$ cat config.mk
export PLATFORM = sky130hd
export DESIGN_NAME = pt_walker
export DESIGN_NICKNAME = d
export VERILOG_FILES = /design/src/rtl/pw_pkg.sv /design/src/rtl/pw_index.sv /design/src/rtl/pw_addr.sv /design/src/rtl/pw_fsm.sv /design/src/rtl/pt_walker.sv
export SDC_FILE = /design/constraint.sdc
export NUM_CORES = 1
export LEC_CHECK = 0
export ABC_AREA = 1
export BUFFER_PORTS_ARGS = -buffer_cell sky130_fd_sc_hd__buf_2
export CAP_MARGIN = 20
export CORE_MARGIN = 3
export CORE_UTILIZATION = 45
export CTS_CLUSTER_SIZE = 30
export DETAILED_ROUTE_END_ITERATION = 8
export PLACE_DENSITY = 0.76
export SYNTH_ARGS = -nofsm -noshare
export SYNTH_HDL_FRONTEND = slang
export SYNTH_HIERARCHICAL = 1
export SYNTH_SLANG_ARGS = --single-unit
$ cat constraint.sdc
create_clock -name clk -period 3.41 [get_ports clk]
set_clock_uncertainty 0.05 [all_clocks]
set_input_delay 0.682 -clock clk [delete_from_list [all_inputs] [get_ports clk]]
set_output_delay 0.682 -clock clk [all_outputs]
set_load 0.01 [all_outputs]
$ cat src/rtl/pw_pkg.sv
package pw_pkg;

   typedef enum logic [1:0] {
      PW_IDLE  = 2'd0,
      PW_ISSUE = 2'd1,
      PW_WAIT  = 2'd2
   } pw_state_e;

   // bit position of the valid flag inside an entry
   localparam int PTE_VALID_BIT = 0;

endpackage

$ cat src/rtl/pw_index.sv
// Selects the index field for the current level, most significant first.
module pw_index #(
   parameter int LEVELS = 2,
   parameter int IDX_W  = 3,
   parameter int LVL_W  = 1,
   localparam int VPN_W = LEVELS * IDX_W
) (
   input  logic [VPN_W-1:0] vpn,
   input  logic [LVL_W-1:0] level,
   output logic [IDX_W-1:0] idx
);

   logic [IDX_W-1:0] fld [LEVELS];

   for (genvar g = 0; g < LEVELS; g++) begin : g_fld
      assign fld[g] = vpn[(LEVELS-1-g)*IDX_W +: IDX_W];
   end

   if (LEVELS == 1) begin : g_single
      logic unused_level;
      assign unused_level = ^level;
      assign idx = fld[0];
   end else begin : g_multi
      always_comb begin
         idx = '0;
         for (int g = 0; g < LEVELS; g++) begin
            if (int'(level) == g) idx = fld[g];
         end
      end
   end

endmodule

$ cat src/rtl/pw_addr.sv
// Entry address = table base + index * entry size (modulo address width).
module pw_addr #(
   parameter int ADDR_W      = 16,
   parameter int IDX_W       = 3,
   parameter int ENTRY_BYTES = 4
) (
   input  logic [ADDR_W-1:0] base,
   input  logic [IDX_W-1:0]  idx,
   output logic [ADDR_W-1:0] addr
);

   localparam bit EB_POW2 = (ENTRY_BYTES & (ENTRY_BYTES - 1)) == 0;
   localparam int EB_SH   = (ENTRY_BYTES > 1) ? $clog2(ENTRY_BYTES) : 0;

   logic [ADDR_W-1:0] off;

   if (EB_POW2) begin : g_shift
      assign off = ADDR_W'(idx) << EB_SH;
   end else begin : g_mult
      assign off = ADDR_W'(idx) * ADDR_W'(ENTRY_BYTES);
   end

   assign addr = base + off;

endmodule

$ cat src/rtl/pw_fsm.sv
// Sequencer: accepts a miss, issues one entry read per level, reports fill or fault.
module pw_fsm
   import pw_pkg::*;
#(
   parameter int LEVELS  = 2,
   parameter int IDX_W   = 3,
   parameter int ADDR_W  = 16,
   parameter int PFN_W   = 10,
   parameter int PAGE_SH = 6,
   parameter int LVL_W   = 1,
   localparam int VPN_W  = LEVELS * IDX_W,
   localparam int PTE_W  = PFN_W + 1
) (
   input  logic              clk,
   input  logic              rst_n,
   input  logic              miss_valid,
   input  logic [VPN_W-1:0]  miss_vpn,
   input  logic [ADDR_W-1:0] root_base,
   input  logic              mem_req_ready,
   input  logic              mem_rsp_valid,
   input  logic [PTE_W-1:0]  mem_rsp_data,
   output logic [LVL_W-1:0]  level,
   output logic [ADDR_W-1:0] base,
   output logic [VPN_W-1:0]  vpn_q,
   output logic              busy,
   output logic              mem_req_valid,
   output logic              fill_valid,
   output logic [PFN_W-1:0]  fill_pfn,
   output logic              fault
);

   localparam logic [LVL_W-1:0] LAST = LVL_W'(LEVELS - 1);

   pw_state_e         state;
   logic              pte_ok;
   logic [PFN_W-1:0]  pte_pfn;
   logic [ADDR_W-1:0] next_base;

   assign pte_ok    = mem_rsp_data[PTE_VALID_BIT];
   assign pte_pfn   = mem_rsp_data[PFN_W:1];
   assign next_base = ADDR_W'(pte_pfn) << PAGE_SH;

   assign busy          = (state != PW_IDLE);
   assign mem_req_valid = (state == PW_ISSUE);

   always_ff @(posedge clk) begin
      if (!rst_n) begin
         state      <= PW_IDLE;
         level      <= '0;
         base       <= '0;
         vpn_q      <= '0;
         fill_valid <= 1'b0;
         fill_pfn   <= '0;
         fault      <= 1'b0;
      end else begin
         fill_valid <= 1'b0;
         fault      <= 1'b0;
         unique case (state)
            PW_IDLE: begin
               if (miss_valid) begin
                  vpn_q <= miss_vpn;
                  base  <= root_base;
                  level <= '0;
                  state <= PW_ISSUE;
               end
            end
            PW_ISSUE: begin
               if (mem_req_ready) state <= PW_WAIT;
            end
            PW_WAIT: begin
               if (mem_rsp_valid) begin
                  if (!pte_ok) begin
                     fault <= 1'b1;
                     state <= PW_IDLE;
                  end else if (level == LAST) begin
                     fill_valid <= 1'b1;
                     fill_pfn   <= pte_pfn;
                     state      <= PW_IDLE;
                  end else begin
                     base  <= next_base;
                     level <= level + LVL_W'(1);
                     state <= PW_ISSUE;
                  end
               end
            end
            default: state <= PW_IDLE;
         endcase
      end
   end

endmodule

$ cat src/rtl/pt_walker.sv
module pt_walker #(
   parameter int LEVELS      = 2,
   parameter int IDX_W       = 3,
   parameter int ENTRY_BYTES = 4,
   parameter int ADDR_W      = 16,
   parameter int PFN_W       = 10,
   parameter int PAGE_SH     = 6,
   localparam int VPN_W      = LEVELS * IDX_W,
   localparam int PTE_W      = PFN_W + 1,
   localparam int LVL_W      = (LEVELS > 1) ? $clog2(LEVELS) : 1
) (
   input  logic              clk,
   input  logic              rst_n,
   input  logic              miss_valid,
   input  logic [VPN_W-1:0]  miss_vpn,
   input  logic [ADDR_W-1:0] root_base,
   output logic              busy,
   output logic              mem_req_valid,
   input  logic              mem_req_ready,
   output logic [ADDR_W-1:0] mem_req_addr,
   input  logic              mem_rsp_valid,
   input  logic [PTE_W-1:0]  mem_rsp_data,
   output logic              fill_valid,
   output logic [VPN_W-1:0]  fill_vpn,
   output logic [PFN_W-1:0]  fill_pfn,
   output logic              fault
);

   if (LEVELS < 1)             begin : g_bad_levels $error("LEVELS must be at least 1"); end
   if (IDX_W < 1)              begin : g_bad_idx    $error("IDX_W must be at least 1"); end
   if (ENTRY_BYTES < 1)        begin : g_bad_eb     $error("ENTRY_BYTES must be at least 1"); end
   if (PFN_W < 1)              begin : g_bad_pfn    $error("PFN_W must be at least 1"); end
   if (PAGE_SH >= ADDR_W)      begin : g_bad_sh     $error("PAGE_SH must be below ADDR_W"); end

   logic [LVL_W-1:0]  level;
   logic [ADDR_W-1:0] base;
   logic [VPN_W-1:0]  vpn_q;
   logic [IDX_W-1:0]  idx;

   pw_fsm #(
      .LEVELS (LEVELS),
      .IDX_W  (IDX_W),
      .ADDR_W (ADDR_W),
      .PFN_W  (PFN_W),
      .PAGE_SH(PAGE_SH),
      .LVL_W  (LVL_W)
   ) u_fsm (
      .clk          (clk),
      .rst_n        (rst_n),
      .miss_valid   (miss_valid),
      .miss_vpn     (miss_vpn),
      .root_base    (root_base),
      .mem_req_ready(mem_req_ready),
      .mem_rsp_valid(mem_rsp_valid),
      .mem_rsp_data (mem_rsp_data),
      .level        (level),
      .base         (base),
      .vpn_q        (vpn_q),
      .busy         (busy),
      .mem_req_valid(mem_req_valid),
      .fill_valid   (fill_valid),
      .fill_pfn     (fill_pfn),
      .fault        (fault)
   );

   pw_index #(
      .LEVELS(LEVELS),
      .IDX_W (IDX_W),
      .LVL_W (LVL_W)
   ) u_index (
      .vpn  (vpn_q),
      .level(level),
      .idx  (idx)
   );

   pw_addr #(
      .ADDR_W     (ADDR_W),
      .IDX_W      (IDX_W),
      .ENTRY_BYTES(ENTRY_BYTES)
   ) u_addr (
      .base(base),
      .idx (idx),
      .addr(mem_req_addr)
   );

   assign fill_vpn = vpn_q;

endmodule

==> key figures, run 1 <==
Outcome
  – Status: finished clean

CTS
  – CTS tree: yes
  – Clk sinks: 37
  – Root Driver: clkbuf_8
  – Post-CTS Hold Buffers: 0
  – H-tree depth: 2
  – CTS-repair resized insts: 0
  – Maximum buffer depth of the clock tree: 2
  – CTS Buf Count: 5
  – Clock latency on the worst-skew pair: 290 ps
  – Post-CTS setup buffer count: 0
  – Clk slew on worst S/H paths: 80 ps

Timing
  – Max Slew Vio Count: 0
  – Hold Vio Cnt, Final: 0
  – Slew HR: 45.5%
  – Fmax: 333 MHz
  – Final period utilization: 88.0%
  – Final setup TNS: 0 ps
  – Slew @ Worst Pin: 817 ps
  – Final WS setup: 409 ps
  – Post-layout min period: 3000 ps
  – Unrepaired setup endpoints after global routing: false
  – Final setup vio count: 0

Setup path
  – Slowest CP cell: dfxtp_1
  – Worst path bufs/invs: 2
  – Crit path DAT: 2270 ps
  – Crit end category: primary output
  – Most Frequent Cell on Critical Path: nand2_1
  – Startpoint types: flop
  – Max incr delay on CP: 460 ps
  – Worst EP required: 2680 ps
  – Crit Path Max Fanout: 9
  – CP Class: flop to primary output
  – Worst-path cell chain: nand2_1 > nand2_1 > ha_1 > inv_1 > fa_1 > o21ai_4 > nand3_1 > nand2_1 > nand2_1 > buf_2
  – Crit path max-delay family: adder cells

Floorplanning
  – Standard-cell rows: 24
  – Die W: 73.9 um
  – Core Region: 4410 um2
  – Initial cell density of the core: 47.0%
  – I/O Pins: 74
  – Die Ht: 73.9 um
  – Die area: 5460 um2

Global routing
  – GR Util All Layers: 18.2%
  – Antenna violations before repair: 0
  – Largest net degree at the start of global routing: 25
  – Vias in the first global route: 1759
  – First-pass GRT wire length: 7.79 mm
  – Grt total ovfl: 0

Logic synthesis
  – Number of synthesized register bits: 37
  – Yosys warns: 6
  – Syn Inst Count: 299
  – Syn Area/Cell: 6.94 um2
  – Sequential area share after synthesis: 35.7%
  – Post-Syn Nets: 341
  – Post-synthesis cell type count: 29
  – Cell Area, Synth: 2080 um2

Power
  – Maximum vdd drop: 249 uV
  – P_leak: 1.27 nW
  – Power density over cell area: 386 nW/um2

Routing
  – DRC: 0
  – Drt pass-1 iters: 4
  – Iter 0 DRT Violations: 87
  – Antenna Nets Post-Route: 0
  – Detailed Route WL: 4.90 mm
  – Via-to-Cell Ratio: 4.96
  – Avg WL per Cell: 11.7 um
  – Vias: 2079

Final layout
  – Fill count: 449
  – Layout area overhead: 20.9%
  – Seq. cell area: 741 um2
  – # nets final: 408
  – Most frequent cells in the layout: buf_2 (73), nand2_1 (71), dfxtp_1 (37), inv_1 (29), nand3_1 (26)
  – Multi-input gate area: 1120 um2
  – Most common cell after layout, fill and taps aside: buf_2
  – Share of layout cells above drive strength 1: 31.1%
  – Ant. Diodes: 0

Worst hold path
  – Worst Hold Class: flop to flop

Placed design
  – Port Buffer Count: 73
  – Setup WS pre-CTS: 744 ps
  – Placed wire-length estimate: 3.68 mm
  – GPL Wtd Cong: 0.869

Flow run
  – Max_cap viols: 0
Yosys cell counts:
library cell	n	area [um2]
a21oi_1	20	100
a21oi_2	9	78.8
buf_2	4	20.0
buf_4	6	45.0
buf_8	1	15.0
clkbuf_1	3	11.3
clkinv_2	1	5.00
dfxtp_1	37	741
fa_1	1	20.0
ha_1	3	37.5
inv_1	29	109
inv_2	3	11.3
nand2_1	71	267
nand2_2	11	68.8
nand2_4	4	45.0
nand3_1	26	130
nand3b_1	3	22.5
nand4_1	4	25.0
nor2_1	24	90.1
nor2_2	2	12.5
nor2_4	1	11.3
nor3_1	2	10.0
nor4_1	1	6.26
o21ai_0	7	35.0
o21ai_1	20	100
o21ai_4	1	16.3
o21bai_1	1	7.51
xnor2_1	3	26.3
xor2_1	1	8.76
registers in the layout (all words and copies together), names as in the netlist:
register,count
u_fsm/base,16
u_fsm/fault,1
u_fsm/fill_pfn,10
u_fsm/fill_valid,1
u_fsm/level,1
u_fsm/state,2
u_fsm/vpn_q,6
path summary, 6_finish.rpt:
check | from | end | slack (ps) | depth (start not counted)
setup / recovery | u_fsm/level | mem_req_addr[12] | 410 | 10
hold / removal | u_fsm/base[1] | u_fsm/base[1] | 430 | 2
setup reg to reg | u_fsm/state[0] | u_fsm/base[7] | 1930 | 7
hold reg to reg | u_fsm/base[1] | u_fsm/base[1] | 430 | 2
power by group:
part	internal [mW]	switching, mW
logic	0.0772	0.113
registers	0.454	0.0212
clock network	0.141	0.161
layer usage:
metal / global-route usage [%] / vias to the layer above / share of wire (%)
met1: 25.3 / 917 / 47
met4: 4.23 / 0 / 0.31
met2: 28.1 / 68 / 45
li1: - / 1092 / -
met3: 4.92 / 2 / 7.3
met5: 0 / - / 0
layout make-up:
cell class,instances,share of cell area [%]
Tap cell,52,2.59
Sequential cell,37,29.5
Timing Repair Buffer,74,14.9
Multi-Input combinational cell,215,44.6
Clock buffer,5,2.74
Clock inverter,3,0.698
Inverter,33,4.99
tightest hold or removal path: stages (launching register included):
cell,delay (ps)
dfxtp_1,310
nand3_1,70
a21oi_1,50
kinds of logic after synthesis:
family                   Yosys count  synth area share (%)
AO/OA/AOI/OAI                     58                  16.3
XOR/XNOR                           4                  1.69
adder cells (fa/ha/maj)            4                  2.77
buffers and inverters             47                  10.4
flip-flops                        37                  35.7
AND/OR/NAND/NOR                  149                  33.2
stage by stage:
stage	total power [mW]	cell area, um2	instances	util (%)	hold WS, ps
global placement	0.673	2420	411	54.9	418
global route	1.02	2510	419	56.8	464
floorplan	0.615	2080	299	-	407
CTS	0.978	2510	419	56.8	434
detailed placement	0.677	2420	411	54.9	423
finish	0.968	2510	419	56.8	432
No activity file was read; power rests on OpenSTA's default activity.
==> run 2, diff against run 1 <==
==> constraint.sdc (replaced) <==
create_clock -name clk -period 3.41 [get_ports clk]
set_clock_uncertainty 0.05 [all_clocks]
set_input_delay 0.682 -clock clk [delete_from_list [all_inputs] [get_ports clk]]
set_output_delay 0.682 -clock clk [all_outputs]
set_load 0.05 [all_outputs]
==> key figures, run 2 (same netlist as run 1, synthesis figures left out) <==
Timing
  – Fmax: 324 MHz (-2.7%)
  – Max Slew Vio Count: 0 (unchanged)
  – Final period utilization: 90.4% (+2.4 points)
  – Hold Vio Cnt, Final: 0 (unchanged)
  – Slew @ Worst Pin: 805 ps (-11.3 ps)
  – Unrepaired setup endpoints after global routing: false
  – Final setup TNS: 0 ps (unchanged)
  – Slew HR: 46.2% (+0.76 points)
  – Final hold slack: 430 ps (-1.53 ps)
  – Post-layout min period: 3080 ps (+82.5 ps)
  – Final setup vio count: 0 (unchanged)

Power
  – Clk pwr share: 34.3% (+3.1 points)
  – P_int: 769 uW (+14%)
  – Sw Share: 32.4% (+1.9 points)
  – Maximum vdd drop: 267 uV (+7.2%)
  – Sw Pwr: 369 uW (+25%)
  – Reg power frac: 41.8% (-7.3 points)
  – Logic pwr share: 23.9% (+4.2 points)
  – P_leak: 1.29 nW (+1.1%)
  – Power density over cell area: 448 nW/um2 (+16%)

Final layout
  – Share of layout cells above drive strength 1: 31.1% (unchanged)
  – Most flops, register: u_fsm/base
  – Finished Layout Cells: 419 (unchanged)
  – Core Util, Final: 57.6% (+0.77 points)
  – Most common cell after layout, fill and taps aside: buf_2
  – Largest regs: u_fsm/base: 16 flops, u_fsm/fill_pfn: 10 flops, u_fsm/vpn_q: 6 flops
  – Design Area, Final: 2540 um2 (+1.3%)
  – # nets final: 408 (unchanged)
  – Ant. Diodes: 0 (unchanged)
  – Most frequent cells in the layout: buf_2 (73), nand2_1 (71), dfxtp_1 (37), inv_1 (29), nand3_1 (26)
  – Fill count: 446 (-0.67%)
  – Layout area overhead: 22.5%
  – Max reg flops: 16 (unchanged)

Worst hold path
  – Worst Hold Class: flop to flop
  – Hold-critical path depth: 2 (unchanged)
  – Hold Path End: u_fsm/base[1]
  – Worst Min Path Start: u_fsm/base[1]

Placed design
  – Placement Cell Area: 2420 um2 (unchanged)
  – Port Buffer Count: 73 (unchanged)
  – GPL Wtd Cong: 0.864 (-0.60%)
  – Placed wire-length estimate: 3.72 mm (+1.1%)
  – Post-placement cell count: 411 (unchanged)

Setup path
  – Crit Path Max Fanout: 9 (unchanged)
  – Worst r2r path cells: 7 (unchanged)
  – RR Startpoint: u_fsm/state[0]
  – Worst-path cell chain: nand2_1 > nand2_1 > ha_1 > inv_1 > fa_1 > o21ai_4 > nand4_1 > nand2_1 > buf_2
  – Slowest CP cell: dfxtp_1
  – Crit path DAT: 2350 ps (+80 ps)
  – Startpoint types: flop
  – Max incr delay on CP: 450 ps (about the same)
  – Crit path max-delay family: adder cells
  – Flop2flop setup slack: 1950 ps (+20 ps)
  – CP Class: flop to primary output
  – Worst EP required: 2680 ps (about the same)
  – Worst path bufs/invs: 2 (unchanged)
  – Reg-to-Reg End: u_fsm/base[10]
  – Crit end category: primary output
  – Most Frequent Cell on Critical Path: nand2_1

Global routing
  – Met3 Usage GRT: 4.92% (unchanged)
  – Grt total ovfl: 0 (unchanged)
  – Largest net degree at the start of global routing: 25 (unchanged)
  – First-pass GRT wire length: 8.04 mm (+3.2%)
  – Vias in the first global route: 1853 (+5.3%)
  – Met2 Use GR: 29.1% (+1.1 points)
  – Met1 Use GR: 25.0% (-0.38 points)
  – GR Util All Layers: 18.7% (+0.48 points)
  – Antenna violations before repair: 0 (unchanged)
  – Busiest layer in global routing: met2

CTS
  – H-tree depth: 2 (unchanged)
  – Post-CTS Hold Buffers: 0 (unchanged)
  – Clk slew on worst S/H paths: 80 ps (about the same)
  – CTS tree: yes
  – Post-CTS setup buffer count: 0 (unchanged)
  – Root Driver: clkbuf_8
  – Maximum buffer depth of the clock tree: 2 (unchanged)
  – Clk sinks: 37 (unchanged)
  – CTS-repair resized insts: 0 (unchanged)
  – Clock latency on the worst-skew pair: 280 ps (about the same)
  – CTS Buf Count: 5 (unchanged)

Routing
  – Iter 0 DRT Violations: 88 (+1.1%)
  – Vias: 2027 (-2.5%)
  – Antenna Nets Post-Route: 0 (unchanged)
  – Detailed Route WL: 4.84 mm (-1.2%)
  – Drt pass-1 iters: 4 (unchanged)
  – Avg WL per Cell: 11.6 um (-1.2%)
  – DRC: 0 (unchanged)
  – Via-to-Cell Ratio: 4.84 (-2.5%)

Floorplanning
  – I/O Pins: 74 (unchanged)
  – Standard-cell rows: 24 (unchanged)
  – Die area: 5460 um2 (unchanged)
  – Initial cell density of the core: 47.0% (unchanged)
  – Core Region: 4410 um2 (unchanged)
  – Die Ht: 73.9 um (unchanged)
  – Die W: 73.9 um (unchanged)

Flow run
  – Max_cap viols: 0 (unchanged)

Outcome
  – Status: finished clean
[run 2: cell types whose count changed in the layout (fill, tap and decap cells not counted), sizes merged]
cell,previous run,this run
bufinv,0,1
clkbuf,5,6
clkinv,3,1
[run 2: per-stage QoR]
stage	setup slack, ps	total power [mW]
4_1_cts	312	1.15
5_1_grt	120	1.20
2_1_floorplan	171	0.697
3_3_place_gp	683	0.755
3_5_place_dp	637	0.759
6_report	327	1.14
[run 2: how the worst max path moves through the flow]
stage / startpoint / endpoint / slack [ps] / cells after the start
3_5_place_dp: u_fsm/level / mem_req_addr[12] / 640 / 9
6_report: u_fsm/level / mem_req_addr[12] / 330 / 9
4_1_cts: u_fsm/level / mem_req_addr[12] / 310 / 9
2_1_floorplan: u_fsm/vpn_q[0] / mem_req_addr[6] / 170 / 7
5_1_grt: u_fsm/level / mem_req_addr[12] / 120 / 9
3_3_place_gp: u_fsm/level / mem_req_addr[6] / 680 / 8
[run 2: final cells by class]
| cell class | instances | area, um2 | share of cell area, % |
|---|---|---|---|
| clock buffers | 6 | 82.6 | 3.25 |
| clock inverters | 2 | 37.5 | 1.48 |
| inverters | 33 | 125 | 4.92 |
| multi-input cells | 215 | 1120 | 44.0 |
| flip-flops and latches | 37 | 741 | 29.1 |
| well taps | 52 | 65.1 | 2.56 |
| repair buffers | 74 | 373 | 14.7 |
[run 2: power by group through the flow]
stage / Clock, mW / Sequential [mW] / Combinational, mW
floorplan: 0 / 0.504 / 0.193
global placement: 0 / 0.485 / 0.270
detailed placement: 0 / 0.486 / 0.273
CTS: 0.404 / 0.475 / 0.274
global route: 0.421 / 0.479 / 0.298
finish: 0.391 / 0.475 / 0.272
[run 2: metal layers]
metal	share of wire, %	wire length, um
met3	7.1	344
met5	0	0
met2	43	2100
met4	1.4	68
met1	48	2330
[run 2: tightest hold or removal path, stage by stage, from the launching register on]
cell	delay [ps]
dfxtp_1	310
nand3_1	70
a21oi_1	50
==> run 3, diff against run 2 <==
--- a/config.mk
+++ b/config.mk
@@ -5,14 +5,15 @@
 export SDC_FILE = /design/constraint.sdc
 export NUM_CORES = 1
 export LEC_CHECK = 0
-export ABC_AREA = 1
+export ABC_AREA = 0
 export BUFFER_PORTS_ARGS = -buffer_cell sky130_fd_sc_hd__buf_2
 export CAP_MARGIN = 20
 export CORE_MARGIN = 3
 export CORE_UTILIZATION = 45
 export CTS_CLUSTER_SIZE = 30
 export DETAILED_ROUTE_END_ITERATION = 8
-export PLACE_DENSITY = 0.76
+export PLACE_DENSITY = 0.77
+export RECOVER_POWER = 25
 export SYNTH_ARGS = -nofsm -noshare
 export SYNTH_HDL_FRONTEND = slang
 export SYNTH_HIERARCHICAL = 1
==> key figures, run 3 <==
Setup path
  – Crit path DAT: 2460 ps (+110 ps)
  – CP Class: flop to primary output
  – Max incr delay on CP: 400 ps (-50 ps)
  – Crit Path Max Fanout: 5 (-4)
  – Slowest CP cell: fa_1
  – Worst EP required: 2680 ps (about the same)
  – Worst-path cell chain: mux2_2 > ha_1 > inv_1 > fa_1 > nor2b_1 > o21ai_0 > xnor2_1 > buf_2
  – Crit end category: primary output
  – Startpoint types: flop

Placed design
  – GPL Wtd Cong: 0.781 (-9.6%)
  – Placed wire-length estimate: 3.43 mm (-7.9%)
  – Port Buffer Count: 73 (unchanged)

CTS
  – Clk sinks: 37 (unchanged)
  – Clock latency on the worst-skew pair: 270 ps (about the same)
  – CTS-repair resized insts: 0 (unchanged)
  – Post-CTS Hold Buffers: 0 (unchanged)
  – Root Driver: clkbuf_8
  – Post-CTS setup buffer count: 0 (unchanged)
  – H-tree depth: 2 (unchanged)
  – Maximum buffer depth of the clock tree: 2 (unchanged)
  – CTS Buf Count: 5 (unchanged)
  – CTS tree: yes
  – Clk slew on worst S/H paths: 70 ps (about the same)

Logic synthesis
  – Number of synthesized register bits: 37 (unchanged)
  – Largest cells by area after synthesis: dfxtp_1 (37%), nand2_1 (5.8%), a21boi_0 (5.7%)
  – Cell Area, Synth: 1990 um2 (-4.0%)
  – Yosys warns: 6 (unchanged)
  – Top cell type's share of synthesized area: 37.2% (+1.5 points)
  – Syn Inst Count: 232 (-22%)
  – Biggest area consumer among synthesized cells: dfxtp_1
  – Post-synthesis cell type count: 41 (+41%)
  – Synth top cells by count: dfxtp_1 (37), nand2_1 (31), o21ai_0 (20)
  – Post-synth ARST share: 0% (unchanged)
  – Most common cell in the netlist: dfxtp_1
  – Sequential area share after synthesis: 37.2% (+1.5 points)
  – EDFF count, synth: 0 (unchanged)
  – Post-Syn Nets: 274 (-20%)
  – Syn Area/Cell: 8.59 um2 (+24%)
  – Main synth FF type: dfxtp_1

Final layout
  – Most frequent cells in the layout: buf_2 (56), dfxtp_1 (37), nand2_1 (31), o21ai_0 (20), clkbuf_1 (18)
  – # nets final: 338 (-17%)
  – Most flops, register: u_fsm/base
  – Share of layout cells above drive strength 1: 25.3% (-5.7 points)
  – Max reg flops: 16 (unchanged)
  – Most common cell after layout, fill and taps aside: buf_2
  – Ant. Diodes: 0 (unchanged)
  – Layout area overhead: 22.2%
  – Largest regs: u_fsm/base: 16 flops, u_fsm/fill_pfn: 10 flops, u_fsm/vpn_q: 6 flops

Routing
  – Via-to-Cell Ratio: 5.26 (+8.7%)
  – Vias: 1820 (-10%)
  – Drt pass-1 iters: 4 (unchanged)
  – Iter 0 DRT Violations: 90 (+2.3%)
  – Avg WL per Cell: 12.8 um (+11%)
  – DRC: 0 (unchanged)
  – Antenna Nets Post-Route: 0 (unchanged)
  – Detailed Route WL: 4.44 mm (-8.4%)

Floorplanning
  – I/O Pins: 74 (unchanged)
  – Die area: 5260 um2 (-3.7%)
  – Die Ht: 72.5 um (-1.9%)
  – Die W: 72.5 um (-1.9%)
  – Standard-cell rows: 23 (-4.2%)
  – Core Region: 4140 um2 (-6.1%)
  – Initial cell density of the core: 48.1% (+1.0 points)

Global routing
  – Largest net degree at the start of global routing: 54 (+120%)
  – First-pass GRT wire length: 7.38 mm (-8.1%)
  – Antenna violations before repair: 0 (unchanged)
  – GR Util All Layers: 17.2% (-1.5 points)
  – Vias in the first global route: 1639 (-12%)
  – Grt total ovfl: 0 (unchanged)

Outcome
  – Violated checks: capacitance limit, slew limit
  – Status: finished, violations left

Timing
  – Final setup vio count: 0 (unchanged)
  – Unrepaired setup endpoints after global routing: false
  – Max Slew Vio Count: 54 (+54)
  – Slew @ Worst Pin: 1880 ps (+1070 ps)
  – Final period utilization: 93.6% (+3.2 points)
  – Slew HR: -25.2% (-71 points)
  – Fmax: 313 MHz (-3.4%)
  – Final setup TNS: 0 ps (unchanged)
  – Post-layout min period: 3190 ps (+109 ps)
  – Hold Vio Cnt, Final: 0 (unchanged)

Power
  – P_leak: 1.02 nW (-21%)
  – Maximum vdd drop: 253 uV (-5.1%)
  – Overall power: 1.03 mW (-9.5%)
  – Power density over cell area: 423 nW/um2 (-5.4%)

Flow run
  – Max_cap viols: 1 (+1)

Worst hold path
  – Worst Hold Class: flop to flop
-- run 3: cell types whose count changed in the layout (fill, tap and decap cells not counted), sizes merged, moves of 8 or more --
cell    change
o21ai       -8
inv        -25
nor2       -26
nand2b     +12
a21oi      -25
mux2i      +10
nand3       -9
nand2      -55
buf        -17
a21boi     +16
clkbuf     +18
o211ai     +11
-- run 3: cell type report --
cell class | instances | area, um2
multi-input cells | 171 | 1170
clock buffers | 7 | 86.3
inverters | 7 | 26.3
well taps | 50 | 62.6
repair buffers | 74 | 352
fillers | 404 | 1710
flip-flops and latches | 37 | 741
-- run 3: cell families (layout without fill, tap and decap cells) --
family	after synthesis	in the layout	synth area share, %
AND/OR/NAND/NOR	85	85	22.9
AO/OA/AOI/OAI	57	57	19.4
flip-flops	37	37	37.2
buffers and inverters	24	88	5.65
multiplexers	13	13	6.72
XOR/XNOR	12	12	5.28
adder cells (fa/ha/maj)	4	4	2.89
-- run 3: per-layer routing --
| layer | global-route usage [%] | up-vias | wire length, um |
|---|---|---|---|
| met2 | 27.6 | 68 | 1960 |
| met5 | 0 | - | 0 |
| li1 | - | 948 | - |
| met3 | 3.88 | 2 | 328 |
| met4 | 3.69 | 0 | 25 |
| met1 | 23.7 | 802 | 2120 |
-- run 3: worst max-delay path, delay by kind of cell, from the launching register on --
kind                       cells  cell delay (ps)
AOI/OAI and AO/OA              1              160
xor gates and xnor gates       1              190
adders and majority gates      2              590
buffers and inverters          2              360
DFF                            1              350
muxes                          1              240
and+or+nand+nor                1              290
-- run 3: path summary, 6_finish.rpt --
check / cells after the start / slack (ps) / from / end
setup / recovery: 8 / 220 / u_fsm/level / mem_req_addr[6]
hold / removal: 2 / 410 / u_fsm/base[1] / u_fsm/base[1]
setup reg to reg: 3 / 1300 / u_fsm/state[1] / u_fsm/base[6]
hold reg to reg: 2 / 410 / u_fsm/base[1] / u_fsm/base[1]
-- run 3: report_power, final --
group	internal (mW)	total (mW)	switching, mW
Combinational	0.0820	0.249	0.167
Sequential	0.456	0.488	0.0317
Clock	0.160	0.294	0.133
-- run 3: stage by stage --
stage | hold WS, ps | setup slack, ps | util [%] | cell area [um2] | cells
after floorplan | 386 | 6.10 | - | 2010 | 232
after global placement | 399 | 523 | 57.0 | 2360 | 339
after detailed placement | 396 | 475 | 57.0 | 2360 | 339
after CTS | 408 | 171 | 59.1 | 2450 | 346
after global routing | 435 | 64.0 | 58.7 | 2430 | 346
final | 406 | 217 | 58.7 | 2430 | 346
